<file path="config.mk">
export PLATFORM = sky130hd
export DESIGN_NAME = offset_null_ctrl
export DESIGN_NICKNAME = d
export VERILOG_FILES = /design/src/rtl/offset_null_ctrl.sv
export SDC_FILE = /design/constraint.sdc
export NUM_CORES = 1
export LEC_CHECK = 0
export BUFFER_PORTS_ARGS = -buffer_cell sky130_fd_sc_hd__buf_2
export CAP_MARGIN = 20
export CELL_PAD_IN_SITES_DETAIL_PLACEMENT = 0
export CELL_PAD_IN_SITES_GLOBAL_PLACEMENT = 1
export CORE_MARGIN = 8
export CORE_UTILIZATION = 44
export DETAILED_ROUTE_END_ITERATION = 8
export PLACE_DENSITY = 0.77
export SLEW_MARGIN = 20
export SYNTH_ARGS = -nofsm -noshare
export SYNTH_HDL_FRONTEND = slang
export SYNTH_SLANG_ARGS = --single-unit
</file>
<file path="constraint.sdc">
create_clock -name clk -period 4 [get_ports clk]
set_input_delay 0.2 -clock clk [delete_from_list [all_inputs] [get_ports clk]]
set_output_delay 0.2 -clock clk [all_outputs]
set_load 0.02 [all_outputs]
</file>
<file path="src/rtl/offset_null_ctrl.sv">
module offset_null_ctrl #(
  parameter int CODE_W  = 16,
  parameter int CNT_W   = 16,
  parameter int MAX_DEC = 65536
) (
  input  logic              clk,
  input  logic              rst,
  input  logic              start,
  input  logic              cmp_in,
  input  logic [CNT_W-1:0]  settle_cycles,
  output logic [CODE_W-1:0] dac_code,
  output logic              code_vld,
  output logic              busy,
  output logic              done,
  output logic              sat,
  output logic              tmo
);
  localparam int DEC_W = $clog2(MAX_DEC + 1);
  localparam logic [CODE_W-1:0] MID = {1'b1, {(CODE_W-1){1'b0}}};
  localparam logic [DEC_W-1:0] LAST_DEC = DEC_W'(MAX_DEC - 1);

  logic [1:0]       sync_q;
  logic [CNT_W-1:0] wait_cnt;
  logic [DEC_W-1:0] n_dec;
  logic             first, last_up;

  wire up     = sync_q[1];
  wire due    = wait_cnt >= settle_cycles;
  wire flip   = !first && (up != last_up);
  wire at_lim = up ? (dac_code == {CODE_W{1'b1}}) : (dac_code == '0);
  wire capped = n_dec == LAST_DEC;

  always_ff @(posedge clk) begin
    if (rst) sync_q <= '0;
    else     sync_q <= {sync_q[0], cmp_in};
  end

  always_ff @(posedge clk) begin
    if (rst) begin
      dac_code <= MID;
      code_vld <= 1'b0;
      busy     <= 1'b0;
      done     <= 1'b0;
      sat      <= 1'b0;
      tmo      <= 1'b0;
      wait_cnt <= '0;
      n_dec    <= '0;
      first    <= 1'b1;
      last_up  <= 1'b0;
    end else begin
      code_vld <= 1'b0;
      if (start && !busy) begin
        dac_code <= MID;
        code_vld <= 1'b1;
        busy     <= 1'b1;
        done     <= 1'b0;
        sat      <= 1'b0;
        tmo      <= 1'b0;
        wait_cnt <= '0;
        n_dec    <= '0;
        first    <= 1'b1;
      end else if (busy) begin
        if (!due) begin
          wait_cnt <= wait_cnt + 1'b1;
        end else if (flip) begin
          busy <= 1'b0;
          done <= 1'b1;
        end else if (at_lim) begin
          busy <= 1'b0;
          done <= 1'b1;
          sat  <= 1'b1;
        end else if (capped) begin
          busy <= 1'b0;
          done <= 1'b1;
          tmo  <= 1'b1;
        end else begin
          dac_code <= up ? dac_code + 1'b1 : dac_code - 1'b1;
          code_vld <= 1'b1;
          wait_cnt <= '0;
          n_dec    <= n_dec + 1'b1;
          first    <= 1'b0;
          last_up  <= up;
        end
      end
    end
  end
endmodule


</file>
* Word level (Yosys, flattened, before mapping)
Cells that the tools add are included.
Word-level totals: bits in registers 58, output and inout port bits 21, logic and storage cells 57
Operators by class: $add $sub $neg 4, magnitude comparators 1, equality and inequality tests 6, multiplexer cells 18, bitwise operators 4, reduce and logical (&&, ||, !) cells 13
Operators by type and width (count):
- $mux 16 | 5
- $add 16x1->16 const B | 2
- $add 17x1->17 const B | 1
- $eq 17x16->1 const B | 1
- $eq 16x16->1 const B | 1
- $ge 16x16->1 | 1
- $logic_not 16->1 | 1
- $sub 16x1->16 const B | 1
- $mux 1 | 13
- $reduce_and 5->1 | 2
- $reduce_and 4->1 | 2
- $ne 2x2->1 const B | 3
- $reduce_and 6->1 | 1
- $not 1->1 | 4
- $reduce_and 3->1 | 1
- $reduce_bool 3->1 | 1
- $logic_and 1x1->1 | 2
- $logic_not 1->1 | 2
- $reduce_or 2->1 | 1
- $ne 1x1->1 | 1

* Depth between registers and ports, before layout
depth after elaboration 7, depth in mapped cells 14

* Worst setup path after synthesis
No wires, ideal clock.
kind register to register, start point register n_dec[5], end point register n_dec[5], library setup time 0.070 ns, arrival 2.885 ns, required time 3.930 ns, setup slack 1.045 ns, cell stages (with the launch flop) 14, period minus slack after synthesis 2.955 ns, cells stage by stage dfxtp_1 > nand3_1 > nor2_1 > and3_1 > and3_1 > nand4_1 > nor3_1 > ha_1 > or4_4 > buf_6 > or4_4 > buf_6 > or3_1 > a21oi_1
On the way: cells in the longest elaborated chain, start to end 3, elaborated cells between the ends (all ways) 4
Ends and longest elaborated chain:
- start, declared | line 24 | logic [DEC_W-1:0] n_dec;
- start signal, assigned | line 80 | n_dec <= n_dec + 1'b1;
- branches (longest 3 deep; another with $add 17x1->17)
Parallel ways; which one is timed is not known. A chain may end at the register's enable or synchronous reset.

* Worst setup path after layout
start point register n_dec[5], end point register n_dec[14]
Same word-level chain as after synthesis.

==> metrics.cfg <==
[critical_path]
critPathCaptureType = register
cp_max_fo = 11
worstSetupPathType = reg2reg
arrival_ps = 3440
cp_data_required_time_ps = 4290
critPathLaunchType = register

[floorplan]
core_area_sq_um = 7727
fp.dieH_um = 105.4
die_area_sq_um = 11110
die_w_um = 105.4
num_io_pins = 41
rows = 32
initial_core_util_pct = 45.53

[timing]
skew_ps = 9.095
relSlewSlack_pct = 43.99
fmax_mhz = 317.2
fin_crit_ps = 3153
timing.final.max_slew_violations = 0
rsz0062_at_grt = false
layout_setup_ws_ps = 847.4
worst_slew_pin_slew_ps = 833.7
fin_tns_setup_ps = 0
hold_viol = 0
setup_viol = 0
period_share_pct = 78.81

[logic_synthesis]
syn-cell-area_sq_um = 3518
synth_top_area_share_pct = 33.00
yosysMostFrequentCell = dfxtp_1
synth-seq-cells = 58
synth_edf_count = 0
synth_ff_type = dfxtp_1
synthArstFlopShare_pct = 0
synth_nets = 491
yosysWarnings = 0
synth.distinct_cells = 49
synth-seq-area-share_pct = 33.00
synth.largest_area_cell = dfxtp_1
yosys-top-cells-count = dfxtp_1, nand2_1, a21oi_1, nor2_1, ha_1
syn_inst = 437
yosys-top-cells-area = dfxtp_1, ha_1, a21oi_1, nand2_1, o21ai_0
synth_area_per_cell_sq_um = 8.051

[placed_design]
dp_hpwl_um = 6263
pre_cts_ws_ps = 845.8
portBuffers = 40
place_congestion = 0.7689

[worst_hold_path]
hp-class = in2reg

[cts]
cts_root_buf = clkbuf_8
postCtsHoldBufs = 0
clkSlewWorstSetupHoldPaths_ps = 70
htree_num_levels = 3
cts_tree = done
cts_resized = 0
cts.sinks = 58
cts_buffers = 9
clk_latency_ps = 340
post-cts-setup-buffers = 0
cts_buffer_depth = 2

[routing]
num_vias = 3193
vias_per_cell = 5.458
first_pass_iters = 4
wirelength_um = 8320
drtAntennaViolNets = 0
dr.first_iter.drc_count = 104
wl_per_cell_um = 14.22
post-route-drc-count = 0

[power_and_ir_drop]
powerDensity_nw_per_um2 = 287.9
p_leak_nw = 1.635
peakVddDrop_uv = 223.6

[grt]
antenna_found_initial = 0
grt.overflow.total = 0
grt_pass1_wl_um = 14670
grt_pass1_vias = 3064
grt_max_degree = 24
grt_usage_pct = 15.77

[flow_run]
max-cap-violations = 0

[finish]
fin_nets = 532
num-fill-cells = 763
drive_gt1_share_pct = 15.11
insertedDiodeCount = 0
area_delta_synth_final_pct = 13.58

[outcome]
outcome = finished clean

area by class of cell:
type | instances | area, sq um | area share [%]
inverters | 25 | 93.84 | 2.348
multi-input cells | 338 | 2190 | 54.79
repair buffers | 46 | 245.2 | 6.137
well taps | 102 | 127.6 | 3.193
clock inverters | 6 | 41.29 | 1.033
clock buffers | 10 | 137.6 | 3.444
flip-flops and latches | 58 | 1161 | 29.05
through the flow:
| stage | hold WS (ps) | instance area (sq um) | std cells | util, % | total power [mW] |
|---|---|---|---|---|---|
| global route | 96.75 | 3996 | 585 | 51.72 | 1.203 |
| global placement | 415.7 | 3817 | 569 | 49.40 | 0.6788 |
| detailed placement | 419.4 | 3817 | 569 | 49.40 | 0.6805 |
| floorplan | 269.1 | 3518 | 437 | - | 0.6522 |
| finish | 71.87 | 3996 | 585 | 51.72 | 1.150 |
| CTS | 66.50 | 3996 | 585 | 51.72 | 1.163 |
layer usage:
| layer | GRT usage (%) | wire (um) | part of all wire (%) | up-vias |
|---|---|---|---|---|
| met5 | 0 | 0 | 0 | - |
| met4 | 4.995 | 78 | 0.94 | 0 |
| met3 | 4.263 | 269 | 3.2 | 4 |
| met2 | 24.87 | 3718 | 45 | 44 |
| met1 | 20.40 | 4254 | 51 | 1477 |
| li1 | - | - | - | 1668 |
sequential cells by signal (all words and copies together) (netlist names):
register,count
busy,1
sat,1
first,1
done,1
tmo,1
code_vld,1
wait_cnt,16
sync_q,2
n_dec,17
dac_code,16
last_up,1
kinds of logic after synthesis:
| group | count (synthesis) | share of synthesized area [%] |
|---|---|---|
| and+or+nand+nor | 167 | 23.86 |
| AOI/OAI and AO/OA | 113 | 19.81 |
| DFF | 58 | 33.00 |
| buffers and inverters | 41 | 4.907 |
| adders and majority gates | 34 | 12.30 |
| xor gates and xnor gates | 20 | 4.979 |
| muxes | 4 | 1.138 |
cells in the final DEF, fill, tap and decap left out, drive strengths merged, types with 4 or more instances in the layout:
cell and n:
dfxtp 58, buf 46, nand2 45, a21oi 39, nor2 34, ha 33, o21ai 27, inv 25
nand3 15, nor3 14, or3 14, xnor2 13, nand4 11, clkbuf 10, and3 9, a211oi 9
o211ai 7, xor2 7, or4 7, a21o 5, a31oi 5, and2 4, mux2i 4
worst max-delay path, cell delays in order (launching register included):
cell and delay, ps:
dfxtp_1 340, nand3_1 120, nor2_1 70, and3_1 210, and3_1 180, nand4_1 120
nor3_1 80, ha_1 210, or4_4 570, or4_1 590, or4_1 520, nand2_1 80
report_power, final:
part	internal, mW	switching (mW)
Combinational	0.0313	0.0525
Clock	0.241	0.243
Sequential	0.581	0.00257
Total	0.853	0.298
worst paths after layout:
kind                                                to                   from  depth (start not counted)  slack [ps]
worst max-delay path            n_dec[14]$_SDFFE_PP0P_  n_dec[5]$_SDFFE_PP0P_                         11         850
worst min-delay path              sync_q[0]$_SDFF_PP0_                 cmp_in                          2          70
worst max register to register  n_dec[14]$_SDFFE_PP0P_  n_dec[5]$_SDFFE_PP0P_                         11         850
worst min register to register    sync_q[1]$_SDFF_PP0_   sync_q[0]$_SDFF_PP0_                          1         450
Power figures use the tool's default switching activity.
